## config.mk

```make
export PLATFORM = sky130hd
export DESIGN_NAME = ffld_seq
export DESIGN_NICKNAME = d
export VERILOG_FILES = /design/src/rtl/ffld_pkg.sv /design/src/rtl/ffld_scan.sv /design/src/rtl/ffld_lane_merge.sv /design/src/rtl/ffld_mem_port.sv /design/src/rtl/ffld_seq.sv
export SDC_FILE = /design/constraint.sdc
export NUM_CORES = 1
export LEC_CHECK = 0
export BUFFER_PORTS_ARGS = -buffer_cell sky130_fd_sc_hd__buf_2
export CAP_MARGIN = 20
export CORE_MARGIN = 4
export CORE_UTILIZATION = 50
export DETAILED_ROUTE_END_ITERATION = 7
export PLACE_DENSITY_LB_ADDON = 0.2
export SYNTH_ARGS = -nofsm -noshare
export SYNTH_HDL_FRONTEND = slang
export SYNTH_SLANG_ARGS = --single-unit
```

## constraint.sdc

```tcl
create_clock -name clk -period 7.2 [get_ports clk]
set_input_delay 1.44 -clock clk [delete_from_list [all_inputs] [get_ports clk]]
set_output_delay 1.44 -clock clk [all_outputs]
set_load 0.02 [all_outputs]
```

## src/rtl/ffld_pkg.sv

```systemverilog
package ffld_pkg;

  typedef enum logic [1:0] {
    ESZ_8  = 2'd0,
    ESZ_16 = 2'd1,
    ESZ_32 = 2'd2,
    ESZ_64 = 2'd3
  } esz_e;

  // number of elements of a vector that holds ne bytes
  function automatic int elem_count(int ne, logic [1:0] esz);
    return ne >> esz;
  endfunction

  // predicate bit position that governs element e
  function automatic int gate_bit(int e, logic [1:0] esz);
    return e << esz;
  endfunction

endpackage

```

## src/rtl/ffld_scan.sv

```systemverilog
module ffld_scan
  import ffld_pkg::*;
#(
  parameter int NE = 16,
  localparam int IW = $clog2(NE)
) (
  input  logic [NE-1:0] pred_i,
  input  logic [1:0]    esz_i,
  input  logic [IW:0]   from_i,
  output logic          found_o,
  output logic [IW-1:0] idx_o
);

  // lowest active element at or above from_i
  always_comb begin
    found_o = 1'b0;
    idx_o   = '0;
    for (int e = NE - 1; e >= 0; e--) begin
      if (e < elem_count(NE, esz_i) && e >= int'(from_i) &&
          pred_i[gate_bit(e, esz_i) % NE]) begin
        found_o = 1'b1;
        idx_o   = IW'(e);
      end
    end
  end

endmodule

```

## src/rtl/ffld_lane_merge.sv

```systemverilog
module ffld_lane_merge #(
  parameter int NE = 16,
  localparam int IW = $clog2(NE)
) (
  input  logic [NE*8-1:0] vec_i,
  input  logic [1:0]      esz_i,
  input  logic [IW-1:0]   idx_i,
  input  logic [7:0]      data_i,
  output logic [NE*8-1:0] vec_o
);

  for (genvar k = 0; k < NE; k++) begin : g_byte
    logic [IW-1:0] lane;
    logic [2:0]    sub;
    logic [7:0]    byte_q;
    assign lane   = IW'(k >> esz_i);
    assign sub    = 3'(k & ((1 << esz_i) - 1));
    // low byte of the lane takes the data, upper bytes are zero-extension
    assign byte_q = (lane != idx_i) ? vec_i[k*8 +: 8] :
                    (sub == 3'd0)   ? data_i : 8'h00;
    assign vec_o[k*8 +: 8] = byte_q;
  end

endmodule

```

## src/rtl/ffld_mem_port.sv

```systemverilog
module ffld_mem_port #(
  parameter int AW = 64,
  parameter int DW = 8
) (
  input  logic          clk,
  input  logic          rst_n,
  input  logic          issue_i,
  input  logic [AW-1:0] addr_i,
  output logic          req_valid_o,
  input  logic          req_ready_i,
  output logic [AW-1:0] req_addr_o,
  input  logic          rsp_valid_i,
  input  logic [DW-1:0] rsp_data_i,
  input  logic          rsp_fault_i,
  output logic          rsp_evt_o,
  output logic [DW-1:0] rsp_data_o,
  output logic          rsp_fault_o,
  output logic          outstanding_o
);

  logic          pend_q;
  logic          wait_q;
  logic [AW-1:0] addr_q;

  always_ff @(posedge clk) begin
    if (!rst_n) begin
      pend_q <= 1'b0;
      wait_q <= 1'b0;
      addr_q <= '0;
    end else if (issue_i) begin
      pend_q <= 1'b1;
      addr_q <= addr_i;
    end else if (pend_q && req_ready_i) begin
      pend_q <= 1'b0;
      wait_q <= 1'b1;
    end else if (wait_q && rsp_valid_i) begin
      wait_q <= 1'b0;
    end
  end

  assign req_valid_o   = pend_q;
  assign req_addr_o    = addr_q;
  assign rsp_evt_o     = wait_q && rsp_valid_i;
  assign rsp_data_o    = rsp_data_i;
  assign rsp_fault_o   = rsp_fault_i;
  assign outstanding_o = wait_q;

endmodule

```

## src/rtl/ffld_seq.sv

```systemverilog
module ffld_seq
  import ffld_pkg::*;
#(
  parameter int VLEN = 128,
  parameter int AW   = 64,
  localparam int NE  = VLEN / 8,
  localparam int IW  = $clog2(NE)
) (
  input  logic            clk,
  input  logic            rst_n,
  input  logic            start_i,
  input  logic [AW-1:0]   base_i,
  input  logic [AW-1:0]   offset_i,
  input  logic [NE-1:0]   pred_i,
  input  logic [1:0]      esize_i,
  output logic            mem_req_valid_o,
  input  logic            mem_req_ready_i,
  output logic [AW-1:0]   mem_req_addr_o,
  input  logic            mem_rsp_valid_i,
  input  logic [7:0]      mem_rsp_data_i,
  input  logic            mem_rsp_fault_i,
  output logic [VLEN-1:0] result_o,
  output logic [NE-1:0]   ffr_o,
  output logic            done_o,
  output logic            trap_o,
  output logic            busy_o
);

  typedef enum logic [1:0] {ST_IDLE, ST_SCAN, ST_WAIT} st_e;

  function automatic logic [NE-1:0] count_mask(logic [1:0] s);
    logic [NE-1:0] m;
    for (int e = 0; e < NE; e++) m[e] = (e < elem_count(NE, s));
    return m;
  endfunction

  function automatic logic [NE-1:0] below_mask(logic [IW-1:0] i);
    logic [NE-1:0] m;
    for (int e = 0; e < NE; e++) m[e] = (e < int'(i));
    return m;
  endfunction

  function automatic logic [AW-1:0] elem_addr(logic [AW-1:0] b, logic [AW-1:0] o,
                                               logic [IW-1:0] e);
    return b + o + AW'(e);
  endfunction

  st_e             st_q;
  logic [AW-1:0]   base_q, off_q;
  logic [NE-1:0]   pred_q;
  logic [1:0]      esz_q;
  logic [IW:0]     pos_q;
  logic [IW-1:0]   cur_q;
  logic            first_q;
  logic [VLEN-1:0] res_q;
  logic [NE-1:0]   ffr_q;

  logic            found_w;
  logic [IW-1:0]   nidx_w;
  logic [VLEN-1:0] merged_w;
  logic            issue_w;
  logic            rsp_evt_w, rsp_fault_w, outstanding_w;
  logic [7:0]      rsp_data_w;
  logic            first_fault_w, sup_fault_w, load_ok_w, empty_w;

  ffld_scan #(.NE(NE)) u_scan (
    .pred_i (pred_q),
    .esz_i  (esz_q),
    .from_i (pos_q),
    .found_o(found_w),
    .idx_o  (nidx_w)
  );

  ffld_lane_merge #(.NE(NE)) u_merge (
    .vec_i (res_q),
    .esz_i (esz_q),
    .idx_i (cur_q),
    .data_i(rsp_data_w),
    .vec_o (merged_w)
  );

  ffld_mem_port #(.AW(AW), .DW(8)) u_port (
    .clk          (clk),
    .rst_n        (rst_n),
    .issue_i      (issue_w),
    .addr_i       (elem_addr(base_q, off_q, nidx_w)),
    .req_valid_o  (mem_req_valid_o),
    .req_ready_i  (mem_req_ready_i),
    .req_addr_o   (mem_req_addr_o),
    .rsp_valid_i  (mem_rsp_valid_i),
    .rsp_data_i   (mem_rsp_data_i),
    .rsp_fault_i  (mem_rsp_fault_i),
    .rsp_evt_o    (rsp_evt_w),
    .rsp_data_o   (rsp_data_w),
    .rsp_fault_o  (rsp_fault_w),
    .outstanding_o(outstanding_w)
  );

  // named events for the checker
  assign issue_w       = (st_q == ST_SCAN) && found_w;
  assign empty_w       = (st_q == ST_SCAN) && !found_w;
  assign first_fault_w = (st_q == ST_WAIT) && rsp_evt_w && rsp_fault_w && first_q;
  assign sup_fault_w   = (st_q == ST_WAIT) && rsp_evt_w && rsp_fault_w && !first_q;
  assign load_ok_w     = (st_q == ST_WAIT) && rsp_evt_w && !rsp_fault_w;

  always_ff @(posedge clk) begin
    if (!rst_n) begin
      st_q     <= ST_IDLE;
      base_q   <= '0;
      off_q    <= '0;
      pred_q   <= '0;
      esz_q    <= '0;
      pos_q    <= '0;
      cur_q    <= '0;
      first_q  <= 1'b0;
      res_q    <= '0;
      ffr_q    <= '0;
      result_o <= '0;
      ffr_o    <= '0;
      done_o   <= 1'b0;
      trap_o   <= 1'b0;
    end else begin
      done_o <= 1'b0;
      trap_o <= 1'b0;
      unique case (st_q)
        ST_IDLE: begin
          if (start_i) begin
            base_q  <= base_i;
            off_q   <= offset_i;
            pred_q  <= pred_i;
            esz_q   <= esize_i;
            pos_q   <= '0;
            first_q <= 1'b1;
            res_q   <= '0;
            ffr_q   <= count_mask(esize_i);
            st_q    <= ST_SCAN;
          end
        end
        ST_SCAN: begin
          if (found_w) begin
            cur_q <= nidx_w;
            st_q  <= ST_WAIT;
          end else if (empty_w) begin
            result_o <= res_q;
            ffr_o    <= ffr_q;
            done_o   <= 1'b1;
            st_q     <= ST_IDLE;
          end
        end
        ST_WAIT: begin
          if (load_ok_w) begin
            res_q   <= merged_w;
            first_q <= 1'b0;
            pos_q   <= {1'b0, cur_q} + 1'b1;
            st_q    <= ST_SCAN;
          end else if (first_fault_w) begin
            trap_o <= 1'b1;
            st_q   <= ST_IDLE;
          end else if (sup_fault_w) begin
            result_o <= res_q;
            ffr_o    <= ffr_q & below_mask(cur_q);
            done_o   <= 1'b1;
            st_q     <= ST_IDLE;
          end
        end
        default: st_q <= ST_IDLE;
      endcase
    end
  end

  assign busy_o = (st_q != ST_IDLE);

endmodule

```

Yosys cells after proc, flatten, opt, wreduce, memory -nomap -nowiden
Cells that the tools add are included.

Add/sub/neg operators: 4. $lt $le $gt $ge: 79. Equality and inequality tests: 43. Shift operators: 34. Multiplexer cells: 142. Bitwise operators: 20. Reductions and logical operators: 96.

Operators with widths (number): two-way mux 128 bit (7); less-than comparator 5 x 32 -> 1 bit, first input constant (16); one-hot mux 128 bit (2 select lines) (2); less-than comparator 4 x 32 -> 1 bit, first input constant (8); << shifter 4 x 2 -> 32 bit, first input constant (8); two-way mux 8 bit (23); less-than comparator 3 x 32 -> 1 bit, first input constant (4); << shifter 3 x 2 -> 32 bit, first input constant (4); less-than comparator 5 x 6 -> 1 bit, second input constant (16); two-way mux 16 bit (5); adder 64 x 4 -> 64 bit (1); adder 64 bit (1); binary-select mux 1 bit (select 4 bit) (16); less-than comparator 1 x 32 -> 1 bit, first input constant (2); less-than comparator 2 x 32 -> 1 bit, first input constant (2); two-way mux 4 bit (16); != test 4 bit (16); AND reduction 4 bit (16); OR reduction 4 bit (16); << shifter 1 x 2 -> 32 bit, first input constant (2); << shifter 2 x 2 -> 32 bit, first input constant (2); >> shifter 5 x 2 -> 32 bit, first input constant (2); two-way mux 1 bit (60); != test 2 bit, second input constant (23); other kinds (36) (150).

Flip-flop bits (word level): 514. Input bits: 160. Output and inout bits: 212. Logic and storage cells: 450.

Logic depth before layout (Yosys ltp)
Depth after elaboration: 28. Gate-level depth with buffers: 30. Mapped depth without buffers: 27.

By module
Synthesis repeated with hierarchy kept, for this count alone.

Cell total of the unflattened synthesis: 3161. Area total of the unflattened synthesis: 27164.8 um2.

By module, submodules not included: ffld_seq (instances 1, cells an instance 2593, area an instance 21120.3 um2, sequential area each 8768.4 um2); ffld_mem_port (instances 1, cells an instance 225, area an instance 2606.2 um2, sequential area each 1321.3 um2); ffld_lane_merge (instances 1, cells an instance 217, area an instance 2179.6 um2, sequential area each 0.0 um2); ffld_scan (instances 1, cells an instance 126, area an instance 1258.7 um2, sequential area each 0.0 um2).

Least setup slack after synthesis
No wires, ideal clock.

Path kind: register to register. From: register esz_q[1]. To: register u_port.addr_q[55], in the netlist u_port.req_addr_o[55]. Setup time: 115 ps. Data arrival time: 5967 ps. Required time: 7085 ps. Slack: 1118 ps. Cell stages (with the launch flop): 28. Path buffers: 3. Clock period less this slack: 6082 ps. Cell sequence: dfxtp_1 clkbuf_2 buf_2 inv_1 ha_1 buf_6 mux2i_1 mux4_2 a311oi_2 nor2b_1 a221o_1 a31oi_1 o21ai_0 and2_1 fa_1 ha_1 fa_1 a211oi_1 o21bai_1 a211oi_1 o41ai_1 o21ai_1 o41ai_2 a221oi_2 o21ai_0 xnor2_1 o21ai_0 and2_1.

Cells in the longest elaborated chain, start to end: 22. Elaborated cells between the ends (all ways): 147. Those cells by class: add/sub (1); order compare (16); shift (17); mux (80); reduce/logical (33).

Ends and longest elaborated chain: start: declaration (line ffld_seq.sv:51) `logic [1:0] esz_q;`; start signal: assignment (line ffld_seq.sv:131) `esz_q <= esize_i;`; branches (longest 20 deep; another with less-than comparator 5 x 32 -> 1 bit); two-way mux 4 bit (*) (line ffld_scan.sv:19) `if (e < elem_count(NE, esz_i) && e >= int'(from_i) &&`; net nidx_w[1] (line ffld_seq.sv:59) `logic [IW-1:0] nidx_w;`; adder 64 x 4 -> 64 bit (*) (line ffld_seq.sv:45) `return b + o + AW'(e);`; end signal: assignment (line ffld_mem_port.sv:32) `addr_q <= addr_i;`; end: declaration (line ffld_mem_port.sv:23) `logic [AW-1:0] addr_q;`.

Mark *: on every way through the listed nets, which the timed path passes. The select of a mux whose other input is x is not followed. A chain may end at the register's enable or synchronous reset.

Worst setup path after layout
From: register esz_q[1]. To: register u_port.addr_q[59], in the netlist u_port.req_addr_o[59].

Cells in the longest elaborated chain, start to end: 22. Elaborated cells between the ends (all ways): 147. Those cells by class: add/sub (1); order compare (16); shift (17); mux (80); reduce/logical (33).

Ends and longest elaborated chain: branches (longest 22 deep; another with less-than comparator 5 x 32 -> 1 bit).

Several ways; the timed one is not identified. The select of a mux whose other input is x is not followed.

==> results.toml <==
[status]
status = "complete, no violations"

[floorplan]
io_pins = 372
dieHeight_um = 230
dieArea_sq_um = 52900
num_rows = 81
die_x_um = 230
initial_core_util_pct = 50.4
core_area_sq_um = 48800

[critical_path]
crit_type = "reg2reg"
start_kind = "flip-flop"
max_stage_delay_ns = 0.51
r2r_setup_slack_ns = 0.53
end_kind = "flip-flop"
r2r-start = "esz_q[1]"
worstRegToRegCells = 26
r2r-end = "u_port.req_addr_o[59]"
arrival_ns = 7.17
path_common_cell = "o21ai_0"
slowest_stage = "mux4_2"
critPathTopFamily = "compound AO/OA/AOI/OAI gates"
critical_path_required_ns = 7.70
crit_fanout = 12
worst-path-buf-inv = 4

[sta]
final_hold_viol_count = 0
slew_headroom_pct = 28.2
setup_viol = 0
fmaxAchievable_mhz = 150
tightestPinTransition_ns = 1.08
fin_crit_sh_pct = 92.6
setup-tns-final_ns = 0
finClkSkew_ns = 0.0260
rsz0062_at_grt = "false"
slew_violations = 0
min_period_ns = 6.67

[yosys]
yosys.cell_types.count = 82
yosysWarnings = 0
synth-edff-count = 0
netlist_area_sq_um = 24600
synth-seq-cells = 504
avgSynthCellArea_sq_um = 8.51
async_flop_share_pct = 0
yosysSeqAreaShare_pct = 41.0
synth_nets = 3193
synthCells = 2892
ys_dominant_reg_cell = "dfxtp_1"

[power_and_ir_drop]
p_per_area_nw_per_um2 = 351
vdd_drop_max_mv = 0.273
power.leakage_nw = 12.5

[finish]
area_growth_pct = 15.7
stdcell_count = 3853
drive_gt1_share_pct = 16.3
final_net_count = 3450

[route]
firstDrtPassIters = 7
ant_nets = 0
drtIter0Drc = 1540
routed_wl_mm = 68.4
via_per_inst = 5.43
wl_per_cell_um = 17.7
drcViolationCount = 0
vias = 20900

[place]
dp_hpwl_mm = 49.3
place.gp.congestion = 0.893
dp_cells = 3755
port_buffers = 371

[run]
maxCapViolations = 0

[clocking]
root_buffer = "clkbuf_16"
path_clk_slew_ns = 0.06
insertion_delay_ns = 0.62
cts_tree = "built"
numCtsBuffers = 53
cts_sinks = 504
cts_buffer_depth = 3
holdBufCountCts = 0
cts_max_level = 2

[global_routing]
grt_pass1_wl_mm = 109
antenna_found_initial = 5
grt_pass1_vias = 20300
track_usage_pct = 24.9
grt_max_degree = 144
grt-ovfl-total = 0

[worst_hold_path]
hold-path-cell-count = 2
hp-start = "ffr_o[2]"
hold_class = "reg2reg"
min_to = "ffr_o[2]"
final cells by class:
type	count	area (sq um)
diodes	2	5.00
clock buffers	71	1510
clock inverters	22	221
fillers	4458	20400
inverters	44	168
multi-input cells	2156	13600
flip-flops and latches	504	10100
well taps	664	831
repair buffers	390	2060
where the power goes:
part	total, mW	switching (mW)	internal (mW)
clock	2.71	1.16	1.55
combinational	3.84	2.50	1.34
sequential	3.44	0.307	3.14
total	10.0	3.97	6.03
cells by family (layout without fill, tap and decap cells):
kind of cell | Yosys count | count (layout) | share of synthesized area [%]
xor gates and xnor gates | 73 | 73 | 2.60
adders and majority gates | 141 | 141 | 7.32
DFF | 504 | 504 | 41.0
buffers and inverters | 232 | 527 | 3.99
other | 0 | 2 | 0
and+or+nand+nor | 1136 | 1136 | 20.8
AOI/OAI and AO/OA | 645 | 645 | 17.0
muxes | 161 | 161 | 7.26
sequential cells by signal (all words and copies together) (netlist names):
name                  flops
u_port.outstanding_o      1
esz_q                     2
st_q                      2
res_q                   128
off_q                    64
base_q                   64
result_o                128
u_port.req_addr_o        64
u_port.req_valid_o        1
trap_o                    1
pos_q                     5
cur_q                     4
first_q                   1
ffr_o                    16
ffr_q                     6
done_o                    1
pred_q                   16
worst register-to-register path, delay by kind of cell, from the launching register on:
kind / cells / cell delay (ns)
buffers and inverters: 4 / 0.78
AO/OA/AOI/OAI: 12 / 2.68
adder cells (fa/ha/maj): 3 / 1.31
flip-flops: 1 / 0.31
XOR/XNOR: 1 / 0.15
multiplexers: 1 / 0.51
AND/OR/NAND/NOR: 5 / 0.83
per-layer routing:
metal | routed length [um] | up-vias | track usage [%]
met2 | 32600 | 586 | 42.7
met4 | 1920 | 2 | 7.67
li1 | - | 10400 | -
met5 | 11 | - | 0
met3 | 4240 | 112 | 4.29
met1 | 29600 | 9873 | 32.1
placed cells by master, fill, tap and decap left out, types with 47 or more instances in the layout:
cell type / instances
nand2_1: 695
dfxtp_1: 504
buf_2: 370
a21oi_1: 205
a21boi_0: 179
mux2i_1: 146
ha_1: 133
nor2b_1: 130
o21ai_0: 95
nor2_1: 87
and2_1: 66
clkbuf_16: 53
nand3_1: 47
synth_stat cells, types with 13 or more instances:
cell | number | area [sq um]
xor2_1 | 33 | 289
nand2_1 | 696 | 2610
buf_1 | 16 | 60.1
nand3_1 | 47 | 235
dfxtp_1 | 504 | 10100
nor2b_1 | 130 | 813
buf_2 | 34 | 170
ha_1 | 136 | 1700
a21o_1 | 28 | 210
o21bai_1 | 13 | 97.6
clkbuf_1 | 124 | 465
a21oi_1 | 205 | 1030
xnor2_1 | 40 | 350
and2_1 | 67 | 419
and3_1 | 42 | 263
inv_1 | 41 | 154
nor2_1 | 87 | 327
a21boi_0 | 179 | 1340
a211oi_1 | 14 | 105
mux2i_1 | 146 | 1460
o211ai_1 | 14 | 105
o21ai_0 | 95 | 475
mux4_2 | 14 | 315
per-stage QoR:
step	hold WS [ns]	utilization [%]	worst slack, ns	area [sq um]	power (mW)
after floorplan	0.423	-	1.12	24600	6.30
after global placement	0.436	54.6	0.361	26700	7.25
after detailed placement	0.444	54.6	0.295	26700	7.30
after CTS	0.451	58.1	0.279	28400	10.0
after global routing	0.466	58.3	0.0836	28500	10.6
final	0.446	58.3	0.533	28500	10.0
worst max-delay path by stage:
stage                         from                    end  slack, ns  cells after the start
final                     esz_q[1]  u_port.req_addr_o[59]       0.53                     26
after global placement    esz_q[1]  u_port.req_addr_o[55]       0.36                     24
after CTS                 esz_q[1]  u_port.req_addr_o[55]       0.28                     24
after floorplan           esz_q[1]  u_port.req_addr_o[55]       1.12                     27
after detailed placement  esz_q[1]  u_port.req_addr_o[55]       0.29                     24
after global routing      esz_q[0]  u_port.req_addr_o[59]       0.08                     28
repair_timing:
item,in CTS,in global routing
gates resized for setup,0,5
endpoints found under the setup margin,0,6
hold endpoints to repair,0,0
buffers inserted,0,1
No activity file was read; power rests on OpenSTA's default activity.
